### config.mk
export PLATFORM = sky130hd
export DESIGN_NAME = banked_reg_file
export DESIGN_NICKNAME = d
export VERILOG_FILES = /design/src/rtl/banked_rf_pkg.sv /design/src/rtl/banked_rf_map.sv /design/src/rtl/banked_rf_store.sv /design/src/rtl/banked_reg_file.sv
export SDC_FILE = /design/constraint.sdc
export NUM_CORES = 2
export LEC_CHECK = 0
export BUFFER_PORTS_ARGS = -buffer_cell sky130_fd_sc_hd__buf_2
export CAP_MARGIN = 10
export CORE_UTILIZATION = 25
export DETAILED_ROUTE_END_ITERATION = 8
export GPL_TIMING_DRIVEN = 0
export PLACE_DENSITY = 0.43
export SLEW_MARGIN = 10
export SYNTH_ARGS = -nofsm -noshare
export SYNTH_HDL_FRONTEND = slang
export SYNTH_SLANG_ARGS = --single-unit
### constraint.sdc
create_clock -name clk -period 5.25 [get_ports clk]
set_clock_uncertainty 0.05 [all_clocks]
set_input_delay 0.525 -clock clk [delete_from_list [all_inputs] [get_ports clk]]
set_output_delay 0.525 -clock clk [all_outputs]
set_load 0.1 [all_outputs]
### src/rtl/banked_rf_pkg.sv
package banked_rf_pkg;

    localparam int DATA_W     = 32;
    localparam int IDX_W      = 4;
    localparam int ARCH_REGS  = 15;               // indices 0..14 live here
    localparam int FIQ_FIRST  = 8;                // first index private to fast interrupt
    localparam int PRIV_FIRST = 13;               // first index private to other exception modes
    localparam int PRIV_MODES = 4;
    localparam int RD_PORTS   = 2;

    localparam int FIQ_N     = ARCH_REGS - FIQ_FIRST;
    localparam int PRIV_N    = ARCH_REGS - PRIV_FIRST;
    localparam int FIQ_BASE  = ARCH_REGS;
    localparam int PRIV_BASE = FIQ_BASE + FIQ_N;
    localparam int NUM_PHYS  = PRIV_BASE + PRIV_MODES * PRIV_N;
    localparam int PHYS_W    = $clog2(NUM_PHYS);

    typedef enum logic [4:0] {
        MODE_USR = 5'b10000,
        MODE_FIQ = 5'b10001,
        MODE_IRQ = 5'b10010,
        MODE_SVC = 5'b10011,
        MODE_ABT = 5'b10111,
        MODE_UND = 5'b11011,
        MODE_SYS = 5'b11111
    } cpu_mode_e;

    typedef struct packed {
        logic              ok;
        logic [PHYS_W-1:0] slot;
    } phys_ref_t;

    // Rank of a two-register exception bank; -1 when the mode has none.
    function automatic int priv_rank(input logic [4:0] mode);
        case (mode)
            MODE_IRQ: return 0;
            MODE_SVC: return 1;
            MODE_ABT: return 2;
            MODE_UND: return 3;
            default:  return -1;
        endcase
    endfunction

    function automatic phys_ref_t map_index(input logic [4:0]       mode,
                                            input logic             usr_force,
                                            input logic [IDX_W-1:0] idx);
        phys_ref_t r;
        int        rank;
        int        ix;
        ix     = int'(idx);
        rank   = priv_rank(mode);
        r.ok   = (ix < ARCH_REGS);
        r.slot = r.ok ? PHYS_W'(ix) : '0;
        if (r.ok && !usr_force) begin
            if (mode == MODE_FIQ && ix >= FIQ_FIRST)
                r.slot = PHYS_W'(FIQ_BASE + ix - FIQ_FIRST);
            else if (rank >= 0 && ix >= PRIV_FIRST)
                r.slot = PHYS_W'(PRIV_BASE + rank * PRIV_N + ix - PRIV_FIRST);
        end
        return r;
    endfunction

endpackage

### src/rtl/banked_rf_map.sv
module banked_rf_map
    import banked_rf_pkg::*;
(
    input  logic [4:0]       mode_i,
    input  logic             usr_force_i,
    input  logic [IDX_W-1:0] idx_i,
    output logic [PHYS_W-1:0] slot_o,
    output logic             ok_o
);
    phys_ref_t ref_q;

    always_comb begin
        ref_q  = map_index(mode_i, usr_force_i, idx_i);
        slot_o = ref_q.slot;
        ok_o   = ref_q.ok;
    end
endmodule

### src/rtl/banked_rf_store.sv
module banked_rf_store
    import banked_rf_pkg::*;
(
    input  logic              clk,
    input  logic              rst,
    input  logic              we_i,
    input  logic [PHYS_W-1:0] waddr_i,
    input  logic [DATA_W-1:0] wdata_i,
    input  logic [PHYS_W-1:0] raddr_i [RD_PORTS],
    output logic [DATA_W-1:0] rdata_o [RD_PORTS]
);
    logic [DATA_W-1:0] mem [NUM_PHYS];

    always_ff @(posedge clk) begin
        if (rst) begin
            for (int i = 0; i < NUM_PHYS; i++) mem[i] <= '0;
        end else if (we_i) begin
            mem[waddr_i] <= wdata_i;
        end
    end

    // Plain flop read: no path from the write port, so a same-cycle read sees old data.
    for (genvar p = 0; p < RD_PORTS; p++) begin : g_rd
        assign rdata_o[p] = mem[raddr_i[p]];
    end

    // a committed write is held in its slot on the next cycle
    a_r8_write_lands: assert property (@(posedge clk) disable iff (rst)
        we_i |=> mem[$past(waddr_i)] == $past(wdata_i));
endmodule

### src/rtl/banked_reg_file.sv
module banked_reg_file
    import banked_rf_pkg::*;
(
    input  logic        clk,
    input  logic        rst,
    input  logic [4:0]  mode_i,
    input  logic        usr_bank_i,
    input  logic [3:0]  rd_a_idx_i,
    output logic [31:0] rd_a_data_o,
    input  logic [3:0]  rd_b_idx_i,
    output logic [31:0] rd_b_data_o,
    input  logic        wr_en_i,
    input  logic [3:0]  wr_idx_i,
    input  logic [31:0] wr_data_i
);
    logic [IDX_W-1:0]  rd_idx  [RD_PORTS];
    logic [PHYS_W-1:0] rd_slot [RD_PORTS];
    logic              rd_ok   [RD_PORTS];
    logic [DATA_W-1:0] rd_raw  [RD_PORTS];
    logic [PHYS_W-1:0] wr_slot;
    logic              wr_ok;

    assign rd_idx[0] = rd_a_idx_i;
    assign rd_idx[1] = rd_b_idx_i;

    for (genvar p = 0; p < RD_PORTS; p++) begin : g_rmap
        banked_rf_map u_rmap (
            .mode_i      (mode_i),
            .usr_force_i (usr_bank_i),
            .idx_i       (rd_idx[p]),
            .slot_o      (rd_slot[p]),
            .ok_o        (rd_ok[p])
        );
    end

    banked_rf_map u_wmap (
        .mode_i      (mode_i),
        .usr_force_i (usr_bank_i),
        .idx_i       (wr_idx_i),
        .slot_o      (wr_slot),
        .ok_o        (wr_ok)
    );

    banked_rf_store u_store (
        .clk     (clk),
        .rst     (rst),
        .we_i    (wr_en_i && wr_ok),
        .waddr_i (wr_slot),
        .wdata_i (wr_data_i),
        .raddr_i (rd_slot),
        .rdata_o (rd_raw)
    );

    assign rd_a_data_o = rd_ok[0] ? rd_raw[0] : '0;
    assign rd_b_data_o = rd_ok[1] ? rd_raw[1] : '0;

    // the cycle after reset, both ports read zero
    a_r1_reset_clears: assert property (@(posedge clk) disable iff (rst)
        $past(rst) |-> (rd_a_data_o == '0 && rd_b_data_o == '0));

    // low indices are shared by all modes
    a_r2_low_shared: assert property (@(posedge clk) disable iff (rst)
        (int'(wr_idx_i) < FIQ_FIRST) |-> (wr_slot == PHYS_W'(wr_idx_i)));

    // fast-interrupt upper indices land outside the user bank
    a_r4_fiq_private: assert property (@(posedge clk) disable iff (rst)
        (mode_i == MODE_FIQ && !usr_bank_i && int'(rd_a_idx_i) >= FIQ_FIRST
         && int'(rd_a_idx_i) < ARCH_REGS) |-> (int'(rd_slot[0]) >= ARCH_REGS));

    // the override keeps every valid access in the user bank
    a_r6_force_user: assert property (@(posedge clk) disable iff (rst)
        (usr_bank_i && wr_ok) |-> (int'(wr_slot) < ARCH_REGS));

    // index 15 reads zero on both ports
    a_r7_pc_slot_zero: assert property (@(posedge clk) disable iff (rst)
        (rd_a_idx_i == 4'hF) |-> (rd_a_data_o == '0));
    a_r7_pc_slot_zero_b: assert property (@(posedge clk) disable iff (rst)
        (rd_b_idx_i == 4'hF) |-> (rd_b_data_o == '0));
endmodule

==> run metrics <==
YS warnings=0; Max VDD drop=0.348 mV; Global Route Usage Sum=28.0%; post-layout minimum cycle time=5.57 ns; Synth Register Bits=1024; max_slew headroom=5.95%; first-pass GRT wire length=457 mm; setup slack after layout=-0.325 ns; HPWL Detailed=256 mm; Mean Syn Cell Area=10.2 µm²; Power Dens Cells=325 nW/µm²; largest net degree at the start of global routing=33; Final Hold Fails=0; drt pass-1 iters=6; Top Registers=u_store.mem (1024); min-delay worst type=input port to flip-flop; total core area=236000 µm²; gpl congestion=1.00; die area=240000 µm²; max FFs per register=1024; mapped cell area=59600 µm²; Achievable Freq=179 MHz; Worst path slowest cell=a221o_2; DRC=0; final hold slack=0.0622 ns; Hold Crit Start=wr_data_i[2]; CTS tree=built; Final Slew Violations=0; hold path depth=1; Synth cell types=88; Startpoint Class=input port; Biggest register=u_store.mem; P&R area growth vs syn=29.4%; total number of vias=53700; site row count=178; critical path required time=4.68 ns; Iter 0 DRT Violations=8056; failing checks=setup timing; H-tree depth=4; Port Buffers=115; count leader, synth=and2_1; top post-synthesis cells by area=edfxtp_1 52%, and2_1 11%, mux2i_1 5.1%, nand2_1 4.8%, a21oi_1 2.4%; FFs w/ async S/R, synth=0%; RSZ-0062 raised after global routing=yes; initial antenna violation count=42; Die Width=490 µm; crit-path cells=buf_8 -> a21boi_4 -> o21ai_4 -> a21o_4 -> inv_4 -> ha_4 -> inv_6 -> ha_4 -> fa_1 -> nand4b_1 -> a2111oi_2 -> a211o_2 -> buf_12 -> o21ai_4 -> buf_12 -> nand2_8 -> buf_12 -> clkbuf_16 -> a21o_1 -> o311ai_4 -> buf_6 -> o31ai_2 -> a221o_2 -> buf_12; deepest clock path buffer count=3; vias per std cell=5.60; total CTS buffers=133; Synth Instances=5846; FILL cells=24000; Die H=490 µm; nets=6412; final WL=350 mm; hold endpoint=u_store.mem[30][2]; io pins=117; Crit path arrival time=5.00 ns; Final Cycle Share=106%; initial core utilization=25.3%; fin area=77100 µm²; Synthesized Nets=5930; antenna-violating nets left=0; share of the synthesized area in the top cell type=51.6%; sequential element share of the synthesized area=51.6%; clk slew on worst S/H paths=0.06 ns; clock sinks=1024; CP Capture Type=output pin; Setup violations, final=60; CTS root buffer=clkbuf_16; CP Class=input port to output pin; worst-path fanout max=6; Main synth FF type=edfxtp_1; Slew @ Worst Pin=1.41 ns; status=finished, violations left; instance area at placement=64900 µm²; Most Frequent Cell on Critical Path=buf_12; top post-synthesis cells by count=1077 x and2_1, 1024 x edfxtp_1, 756 x nand2_1, 370 x clkbuf_1, 302 x mux2i_1; EDFF count, synth=1024; slowest cell delay on critical path=0.49 ns; layout cells sized above 1=22.3%; cell leakage power=27.6 nW; GRT Residual Overflow=0; drt wl/cell=36.5 µm; vias in the first global route=50800; cell taking the most area after synthesis=edfxtp_1; Max-Cap Viols=0
-- final cells by class --
cell class / instances / area (µm²) / share of cell area [%]
Clock inverter: 66 / 588 / 0.762
Sequential cell: 1024 / 30700 / 39.9
Inverter: 111 / 424 / 0.550
Timing Repair Buffer: 362 / 4370 / 5.67
Multi-Input combinational cell: 4129 / 29700 / 38.5
Clock buffer: 164 / 3490 / 4.52
Antenna cell: 18 / 45.0 / 0.0584
Tap cell: 3150 / 3940 / 5.11
Buffer: 567 / 3850 / 5.00
-- critical path: cells and delay by family --
| kind | cells | cell delay, ns |
|---|---|---|
| compound gates | 10 | 1.97 |
| fa+ha+maj | 3 | 0.94 |
| buf+inv | 9 | 1.28 |
| simple gates | 2 | 0.24 |
-- metrics by stage --
step / TNS, ns / util, % / worst slack [ns] / power, mW / instances
floorplan: -0.391 / - / -0.372 / 12.6 / 5846
global placement: -722.30 / 27.2 / -3.67 / 14.7 / 9111
detailed placement: -432.55 / 27.5 / -2.60 / 14.8 / 9147
CTS: -12.04 / 31.8 / -0.358 / 24.6 / 9528
global route: -12.75 / 32.7 / -0.376 / 25.4 / 9577
finish: -9.25 / 32.7 / -0.325 / 25.0 / 9591
-- metal layers --
metal / global-route usage, % / wire (µm) / up-vias
met5: 0 / 24 / -
met4: 20.7 / 31400 / 4
met3: 5.91 / 33400 / 781
met2: 40.9 / 144000 / 3495
met1: 36.5 / 141000 / 27300
li1: - / - / 22200
-- logic make-up (layout without fill, tap and decap cells) --
group                    count (synthesis)  after routing  share of synthesized area, %
buffers and inverters                  693           1270                          4.93
other                                    0             18                             0
adder cells (fa/ha/maj)                 31             31                         0.688
AO/OA/AOI/OAI                         1305           1305                          15.4
AND/OR/NAND/NOR                       2411           2411                          20.7
XOR/XNOR                                10             10                         0.147
multiplexers                           372            372                          6.51
flip-flops                            1024           1024                          51.6
-- where the power goes --
group	internal (mW)	total, mW	leakage [nW]	switching (mW)
sequential	9.43	9.67	9.71	0.241
combinational	1.89	6.33	15.9	4.43
clock	5.11	9.04	1.99	3.93
-- worst max path at each step --
stage          slack, ns  cells after the start  startpoint               to
2_1_floorplan      -0.37                     20   mode_i[1]  rd_a_data_o[19]
3_3_place_gp       -3.67                     20   mode_i[2]   rd_a_data_o[7]
3_5_place_dp       -2.60                     19   mode_i[2]  rd_a_data_o[13]
4_1_cts            -0.36                     25   mode_i[1]  rd_a_data_o[14]
5_1_grt            -0.38                     24   mode_i[0]  rd_a_data_o[14]
6_report           -0.32                     24   mode_i[0]  rd_a_data_o[14]
-- layout by cell type, fill, tap and decap left out, types with 26 or more instances in the layout --
cell	Yosys	routed
clkbuf_2	5	46
a31oi_1	43	42
a211oi_4	1	36
buf_12	0	103
a211oi_2	27	85
a311oi_2	0	45
clkbuf_16	0	159
a21oi_1	287	191
mux2i_1	302	296
a21o_1	36	34
o21ai_0	235	158
and2_1	1077	1074
a211oi_1	181	88
o21ai_2	4	30
a22oi_1	31	27
edfxtp_1	1024	1024
a32o_1	28	28
o221ai_1	29	27
a21oi_2	2	58
buf_6	9	122
nand3_1	265	259
nand2_1	756	752
clkbuf_4	0	34
mux2_2	58	54
buf_4	23	147
inv_1	110	106
buf_2	140	119
a21oi_4	2	42
o211ai_1	108	108
nor3_1	40	33
o21ai_1	9	43
clkinv_1	1	29
nor2_1	200	185
o311ai_4	1	26
a221o_1	58	34
clkbuf_1	370	278
-- what timing repair did --
action                                 in CTS  in global routing
hold buffers                               23                  0
buffers inserted                          121                 54
endpoints found under the hold margin      45                  0
setup endpoints to repair                  64                 64
cloned                                     12                  8
pin swaps                                 166                148
resized for setup                        1067                404
No activity file was read; power rests on OpenSTA's default activity.
